**src/rtl/mexp_regs_pkg.sv**
```systemverilog
package mexp_regs_pkg;

  localparam int REG_W     = 32;
  localparam int NUM_FLAGS = 4;
  localparam int FLAG_TOP  = 15;

  localparam logic [11:0] OFF_CMD  = 12'h000;
  localparam logic [11:0] OFF_KEY  = 12'h100;
  localparam logic [11:0] OFF_GEN  = 12'h21C;
  localparam logic [11:0] OFF_STAT = 12'h220;
  localparam logic [11:0] OFF_SEN  = 12'h228;

  localparam logic [REG_W-1:0] RESET_KEY = 32'h0000_000A;

  typedef enum logic [1:0] {
    PSEL_NONE = 2'b00,
    PSEL_LOW  = 2'b01,
    PSEL_HIGH = 2'b10,
    PSEL_FULL = 2'b11
  } psel_e;

  typedef struct packed {
    psel_e      psel;
    logic [1:0] dst;
    logic [1:0] xop;
    logic [1:0] yop;
    logic       start;
    logic       expm;
  } cmd_t;

  localparam int CMD_W = $bits(cmd_t);

  // bus numbering counts from the MSB; convert to an LSB-0 index
  function automatic int unsigned lsb_pos(input int unsigned bus_bit);
    return REG_W - 1 - bus_bit;
  endfunction

  function automatic int unsigned flag_pos(input int unsigned idx);
    return FLAG_TOP - idx;
  endfunction

  function automatic cmd_t unpack_cmd(input logic [REG_W-1:0] w);
    return cmd_t'(w[REG_W-1 -: CMD_W]);
  endfunction

  function automatic logic [REG_W-1:0] pack_cmd(input cmd_t c,
                                                input logic [NUM_FLAGS-1:0] f);
    logic [REG_W-1:0] w;
    w = '0;
    w[REG_W-1 -: CMD_W] = c;
    for (int i = 0; i < NUM_FLAGS; i++) w[flag_pos(i)] = f[i];
    return w;
  endfunction

  function automatic logic [NUM_FLAGS-1:0] keep_mask(input logic [REG_W-1:0] w);
    logic [NUM_FLAGS-1:0] k;
    for (int i = 0; i < NUM_FLAGS; i++) k[i] = w[flag_pos(i)];
    return k;
  endfunction

endpackage

```
**src/rtl/mexp_cmd_word.sv**
```systemverilog
module mexp_cmd_word
  import mexp_regs_pkg::*;
(
  input  logic             clk,
  input  logic             rst,
  input  logic             clr_all,
  input  logic             wr_cmd,
  input  logic [REG_W-1:0] wdata,
  input  logic             ev_done,
  output cmd_t             cmd_q,
  output logic             start_pulse,
  output logic             busy
);

  cmd_t wr_c;
  cmd_t wr_store;
  logic psel_ok;
  logic start_go;

  always_comb begin
    wr_c           = unpack_cmd(wdata);
    psel_ok        = (wr_c.psel != PSEL_NONE);
    wr_store       = wr_c;
    wr_store.start = wr_c.start && psel_ok;
    start_go       = wr_cmd && wr_c.start && !cmd_q.start && psel_ok;
  end

  always_ff @(posedge clk) begin
    if (rst || clr_all) begin
      cmd_q       <= '0;
      start_pulse <= 1'b0;
      busy        <= 1'b0;
    end else begin
      start_pulse <= start_go;
      if (wr_cmd) cmd_q <= wr_store;
      if (start_go)     busy <= 1'b1;
      else if (ev_done) busy <= 1'b0;
    end
  end

  p_start_single_r3: assert property (@(posedge clk) disable iff (rst)
    start_pulse |=> !start_pulse);

  p_start_needs_psel_r4: assert property (@(posedge clk) disable iff (rst)
    start_pulse |-> (cmd_q.psel != PSEL_NONE));

  p_busy_from_start_r10: assert property (@(posedge clk) disable iff (rst)
    $rose(busy) |-> start_pulse);

endmodule

```
**src/rtl/mexp_flag_bank.sv**
```systemverilog
module mexp_flag_bank #(
  parameter int N = 4
) (
  input  logic         clk,
  input  logic         rst,
  input  logic         clr_all,
  input  logic         wr_cmd,
  input  logic [N-1:0] keep,
  input  logic [N-1:0] ev,
  output logic [N-1:0] flags,
  output logic         any_set
);

  for (genvar g = 0; g < N; g++) begin : g_flag
    logic bit_q;
    always_ff @(posedge clk) begin
      if (rst || clr_all) bit_q <= 1'b0;
      else                bit_q <= (wr_cmd ? (bit_q & keep[g]) : bit_q) | ev[g];
    end
    assign flags[g] = bit_q;

    p_set_wins_r5: assert property (@(posedge clk) disable iff (rst)
      (ev[g] && !clr_all) |=> flags[g]);
  end

  assign any_set = |flags;

endmodule

```
**src/rtl/mexp_irq_ctrl.sv**
```systemverilog
module mexp_irq_ctrl
  import mexp_regs_pkg::*;
(
  input  logic             clk,
  input  logic             rst,
  input  logic             clr_all,
  input  logic             wr_gen,
  input  logic             wr_sen,
  input  logic [REG_W-1:0] wdata,
  input  logic             cis,
  output logic             gen_q,
  output logic             sen_q,
  output logic             irq
);

  localparam int GEN_BIT = lsb_pos(0);
  localparam int SEN_BIT = lsb_pos(31);

  always_ff @(posedge clk) begin
    if (rst || clr_all) begin
      gen_q <= 1'b0;
      sen_q <= 1'b0;
    end else begin
      if (wr_gen) gen_q <= wdata[GEN_BIT];
      if (wr_sen) sen_q <= wdata[SEN_BIT];
    end
  end

  assign irq = gen_q & sen_q & cis;

endmodule

```
**src/rtl/mexp_ctrl_regs.sv**
```systemverilog
module mexp_ctrl_regs
  import mexp_regs_pkg::*;
#(
  parameter int ADDR_W = 10
) (
  input  logic              clk,
  input  logic              rst,
  input  logic [ADDR_W-1:0] bus_addr,
  input  logic              bus_wr,
  input  logic [31:0]       bus_wdata,
  input  logic              bus_rd,
  output logic [31:0]       bus_rdata,
  input  logic              ev_done,
  input  logic              ev_mem_collide,
  input  logic              ev_fifo_full,
  input  logic              ev_fifo_push_err,
  output logic [1:0]        pipe_sel,
  output logic [1:0]        dst_sel,
  output logic [1:0]        x_sel,
  output logic [1:0]        y_sel,
  output logic              exp_mode,
  output logic              start_pulse,
  output logic              core_rst,
  output logic              calc_busy,
  output logic              irq
);

  localparam logic [ADDR_W-1:0] A_CMD  = ADDR_W'(OFF_CMD);
  localparam logic [ADDR_W-1:0] A_KEY  = ADDR_W'(OFF_KEY);
  localparam logic [ADDR_W-1:0] A_GEN  = ADDR_W'(OFF_GEN);
  localparam logic [ADDR_W-1:0] A_STAT = ADDR_W'(OFF_STAT);
  localparam logic [ADDR_W-1:0] A_SEN  = ADDR_W'(OFF_SEN);
  localparam int STAT_BIT = lsb_pos(31);
  localparam int GEN_BIT  = lsb_pos(0);

  logic wr_cmd, wr_gen, wr_sen, clr_all;
  logic [NUM_FLAGS-1:0] ev_vec, keep, flags;
  logic any_flag, gen_q, sen_q;
  cmd_t cmd_q;
  logic [REG_W-1:0] rd_mux;

  assign wr_cmd  = bus_wr && (bus_addr == A_CMD);
  assign wr_gen  = bus_wr && (bus_addr == A_GEN);
  assign wr_sen  = bus_wr && (bus_addr == A_SEN);
  assign clr_all = bus_wr && (bus_addr == A_KEY) && (bus_wdata == RESET_KEY);
  assign ev_vec  = {ev_fifo_push_err, ev_fifo_full, ev_mem_collide, ev_done};
  assign keep    = keep_mask(bus_wdata);

  mexp_cmd_word i_cmd (
    .clk(clk), .rst(rst), .clr_all(clr_all), .wr_cmd(wr_cmd),
    .wdata(bus_wdata), .ev_done(ev_done), .cmd_q(cmd_q),
    .start_pulse(start_pulse), .busy(calc_busy)
  );

  mexp_flag_bank #(.N(NUM_FLAGS)) i_flags (
    .clk(clk), .rst(rst), .clr_all(clr_all), .wr_cmd(wr_cmd),
    .keep(keep), .ev(ev_vec), .flags(flags), .any_set(any_flag)
  );

  mexp_irq_ctrl i_irq (
    .clk(clk), .rst(rst), .clr_all(clr_all), .wr_gen(wr_gen), .wr_sen(wr_sen),
    .wdata(bus_wdata), .cis(any_flag), .gen_q(gen_q), .sen_q(sen_q), .irq(irq)
  );

  // operand selectors are meaningless during exponentiation
  assign pipe_sel = cmd_q.psel;
  assign exp_mode = cmd_q.expm;
  assign dst_sel  = cmd_q.expm ? 2'b00 : cmd_q.dst;
  assign x_sel    = cmd_q.expm ? 2'b00 : cmd_q.xop;
  assign y_sel    = cmd_q.expm ? 2'b00 : cmd_q.yop;

  always_comb begin
    rd_mux = '0;
    unique case (bus_addr)
      A_CMD:   rd_mux = pack_cmd(cmd_q, flags);
      A_GEN:   rd_mux[GEN_BIT]  = gen_q;
      A_STAT:  rd_mux[STAT_BIT] = any_flag;
      A_SEN:   rd_mux[STAT_BIT] = sen_q;
      default: rd_mux = '0;
    endcase
  end

  always_ff @(posedge clk) begin
    if (rst || clr_all) begin
      bus_rdata <= '0;
      core_rst  <= 1'b0;
    end else begin
      bus_rdata <= bus_rd ? rd_mux : '0;
      core_rst  <= 1'b0;
    end
    if (!rst && clr_all) core_rst <= 1'b1;
  end

  p_soft_reset_clears_r6: assert property (@(posedge clk) disable iff (rst)
    clr_all |=> (flags == '0) && !irq && (pipe_sel == 2'b00) && core_rst && !calc_busy);

  p_irq_needs_flag_r8: assert property (@(posedge clk) disable iff (rst)
    irq |-> any_flag);

endmodule

```
**config.mk**
```make
export PLATFORM = sky130hd
export DESIGN_NAME = mexp_ctrl_regs
export DESIGN_NICKNAME = d
export VERILOG_FILES = /design/src/rtl/mexp_regs_pkg.sv /design/src/rtl/mexp_cmd_word.sv /design/src/rtl/mexp_flag_bank.sv /design/src/rtl/mexp_irq_ctrl.sv /design/src/rtl/mexp_ctrl_regs.sv
export SDC_FILE = /design/constraint.sdc
export NUM_CORES = 1
export LEC_CHECK = 0
export CAP_MARGIN = 10
export CORE_UTILIZATION = 36
export CTS_CLUSTER_SIZE = 30
export DETAILED_ROUTE_END_ITERATION = 16
export PLACE_DENSITY = 0.89
export SLEW_MARGIN = 10
export SYNTH_ARGS = -nofsm -noshare
export SYNTH_HDL_FRONTEND = slang
export SYNTH_SLANG_ARGS = --single-unit
export TNS_END_PERCENT = 10
```
**constraint.sdc**
```tcl
create_clock -name clk -period 1.6 [get_ports clk]
set_input_delay 0.24 -clock clk [delete_from_list [all_inputs] [get_ports clk]]
set_output_delay 0.24 -clock clk [all_outputs]
set_load 0.01 [all_outputs]
```
==> metrics.md <==
| Metric | Value |
|---|---|
| MaxCap Viol Count | `0` |
| Tmin final | `1670 ps` |
| Wl on met1 | `1700 um` |
| Placed Area | `0.00247 mm2` |
| Die H | `65.8 um` |
| Crit-path slowest cell | `or4_4` |
| Fmax achieved | `0.599 GHz` |
| Register area share after synthesis | `46.4%` |
| Sinks on Clock Net | `34` |
| Starting Density | `38.9%` |
| Synth area leader | `dfxtp_1` |
| PortBufs | `77` |
| Layout cell share with drive strength beyond 1 | `27.4%` |
| Reg2reg start | `i_flags.g_flag[1].bit_q` |
| Die area | `0.00433 mm2` |
| Mapped Cells | `162` |
| Max Slew Vio Count | `0` |
| Area of the core | `0.00377 mm2` |
| Maximum VDD drop | `388 uV` |
| Vias per cell | `4.78` |
| Root buffer cell | `clkbuf_8` |
| Grt total ovfl | `0` |
| Worst Path Max Fanout | `3` |
| Crit-path cells | `or4_4, and3_4, buf_6` |
| Worst setup SP type | `flop` |
| ANT cells | `0` |
| Pin count of the biggest net entering global routing | `14` |
| PwrDens | `652 mW/mm2` |
| Static Leak | `0.00125 uW` |
| Detail Route Antenna Nets | `0` |
| Synth top area share | `46.4%` |
| WS Path Type | `reg -> out` |
| Seq cells post-synth | `34` |
| CTS Buf Count | `5` |
| Tcrit/Tclk final | `104%` |
| Met3 WL | `277 um` |
| Post-CTS Hold Buffers | `0` |
| Crit path DAT | `1430 ps` |
| Syn avg cell area | `9.05 um2` |
| Avg WL per Cell | `14.2 um` |
| Syn. warnings | `0` |
| Status | `finished with violations` |
| Clock Skew | `4.87 ps` |
| Vias in the first global route | `1625` |
| Vias | `1572` |
| Top sig layer | `met4` |
| Placed instance count | `315` |
| Std cell rows | `22` |
| Non-filler cells, final | `329` |
| Worst setup margin | `-68.4 ps` |
| Clock insertion delay at the later pin of the skew report | `280 ps` |
| Failing checks | `negative setup slack` |
| TritonCTS clock tree | `done` |
| Min-Delay Endpoint | `i_irq.sen_q` |
| Crit path max-delay family | `simple AND/OR/NAND/NOR gates` |
| Hold path cells | `4` |
| Antenna violations before repair | `0` |
| Fin nets | `330` |
| Worst Reg-to-Reg Cells | `3` |
| DRC Markers | `0` |
| Area Growth Syn to Fin | `84.1%` |
| Worst hold start | `bus_wdata[0]` |
| Met2 wire len | `2580 um` |
| First-pass GRT wire length | `6940 um` |
| Hold Crit Class | `in -> reg` |
| Fin area | `0.00270 mm2` |
| Clock Path Buffers | `2` |
| GRT Overall Usage | `22.3%` |
| Crit path capture type | `output pin` |
| R2r setup slk | `430 ps` |
| Iter 0 DRT Violations | `35` |
| Worst hold margin | `348 ps` |
| Filler instances | `280` |
| Place WS | `-437 ps` |
| Top Ports | `95` |
| DRT Pass-1 Iters | `4` |
| CP peak stage delay | `540 ps` |
| RD Place Congestion | `0.772` |
| RSZ-0062 raised after global routing | `yes` |
| Reg clk slew, reported paths | `70 ps` |
| Synth top area cells | `dfxtp_1 46%, buf_4 9.7%, and2_1 5.5%` |
| Final Hold Vio Count | `0` |
| CTS H-tree depth | `2` |
| Syn Std Cell Area | `0.00147 mm2` |
| CP Buf/Inv Count | `1` |
| Endpoints failing setup | `1` |
| WL final | `4690 um` |
| DP HPWL | `3110 um` |
| Critical Path RT | `1360 ps` |
| Crit Reg-Reg Endpoint | `bus_rdata[0]` |
| Die width | `65.8 um` |
| Post-synthesis cell type count | `30` |
cells by family after synthesis:
logic type | Yosys count | synth area share, %
AO/OA/AOI/OAI | 22 | 7.94
buffers and inverters | 29 | 12.6
flip-flops | 34 | 46.4
other | 1 | 0.256
AND/OR/NAND/NOR | 73 | 30.7
multiplexers | 3 | 2.05
layout make-up:
cell class / instances / area (um2) / area share, %
multi-input cells: 115 / 769 / 28.5
inverters: 5 / 18.8 / 0.695
clock inverters: 1 / 5.00 / 0.185
clock buffers: 7 / 86.3 / 3.20
flip-flops and latches: 34 / 683 / 25.3
well taps: 48 / 60.1 / 2.22
repair buffers: 119 / 1080 / 39.9
sequential cells by signal (all words and copies together) (netlist names):
| name | flops |
|---|---|
| i_flags.g_flag.bit_q | 4 |
| i_cmd.cmd_q | 10 |
| i_cmd.busy | 1 |
| core_rst | 1 |
| bus_rdata | 15 |
| i_cmd.start_pulse | 1 |
| i_irq.gen_q | 1 |
| i_irq.sen_q | 1 |
where the power goes:
part	internal, uW	total [uW]	leakage (uW)	switching (uW)
Combinational	151	259	0.000930	108
Sequential	854	859	0.000276	5.11
Clock	347	643	0.0000482	296
worst max path at each step:
stage | from | endpoint | slack [ps] | depth (start not counted)
after floorplan | bus_addr[7] | bus_rdata[31] | 200 | 5
after global placement | bus_wdata[18] | bus_rdata[31] | -360 | 7
after detailed placement | bus_wdata[11] | bus_rdata[31] | -440 | 7
after CTS | i_flags.g_flag[1].bit_q | irq | -70 | 3
after global routing | i_flags.g_flag[1].bit_q | irq | -90 | 3
final | i_flags.g_flag[1].bit_q | irq | -70 | 3
layout by cell type (no fill, tap or decap):
master	netlist	routed
buf_4	19	38
dfxtp_2	0	2
conb_1	1	17
and3_4	0	1
nor3_2	0	1
buf_6	0	5
nor4_4	1	2
or4_4	0	1
clkbuf_8	0	6
nand3b_1	1	1
a21oi_1	15	13
dlygate4sd2_1	0	14
and4b_1	3	3
o21ai_1	0	1
or3_1	1	1
clkinv_2	0	1
nand4_1	4	4
a32oi_1	1	1
nor4b_1	2	1
nor4bb_2	0	1
a21oi_2	0	2
clkdlybuf4s50_1	0	41
clkbuf_1	1	1
clkdlybuf4s15_1	0	3
nor4b_4	0	1
nor3b_2	1	1
or2_1	1	1
o21ai_0	5	4
nand4b_1	2	2
inv_1	5	5
dfxtp_1	34	32
dlymetal6s2s_1	0	11
clkbuf_2	0	7
nor4_2	1	7
nand2_1	20	20
nor2_1	4	4
o31ai_4	0	1
nor2b_1	8	8
mux2i_1	3	3
and2_1	13	13
timing repair:
| item | in CTS | in global routing |
|---|---|---|
| pin swaps | 15 | 14 |
| resized for setup | 52 | 33 |
| setup buffers | 3 | 2 |
| endpoints found under the hold margin | 0 | 0 |
| cloned | 2 | 0 |
| setup endpoints to repair | 42 | 38 |
per-stage QoR:
stage / power (uW) / setup TNS, ps / utilization [%]
3_5_place_dp: 1120 / -12960 / 65.4
4_1_cts: 1770 / -73.7 / 70.4
3_3_place_gp: 1120 / -11260 / 65.4
2_1_floorplan: 958 / 0 / -
5_1_grt: 1820 / -120 / 71.6
6_report: 1760 / -68.4 / 71.6
cells in the mapped netlist, drive strengths merged:
cell type and count:
or2 1, nor2b 8, and4b 3, or4 1
mux2i 3, and3 1, a32oi 1, nor4b 2
o31ai 1, nor3b 1, o21ai 5, nor4bb 1
nand4b 2, nor3 1, a21oi 15, conb 1
nand2 20, inv 5, and2 13, dfxtp 34
or3 1, nand4 4, clkbuf 1, nor4 9
nor2 4, nand3b 1, buf 23
worst reg2reg max path, stage by stage (launching register included):
cell and delay [ps]:
dfxtp_2 320, or4_4 540, mux2i_1 140, nor4b_1 70
routing by layer:
layer	vias up	GRT usage, %
met2	77	43.1
met1	725	20.6
li1	759	-
met3	11	5.86
met5	-	0
met4	0	12.5
No activity file was read; power rests on OpenSTA's default activity.
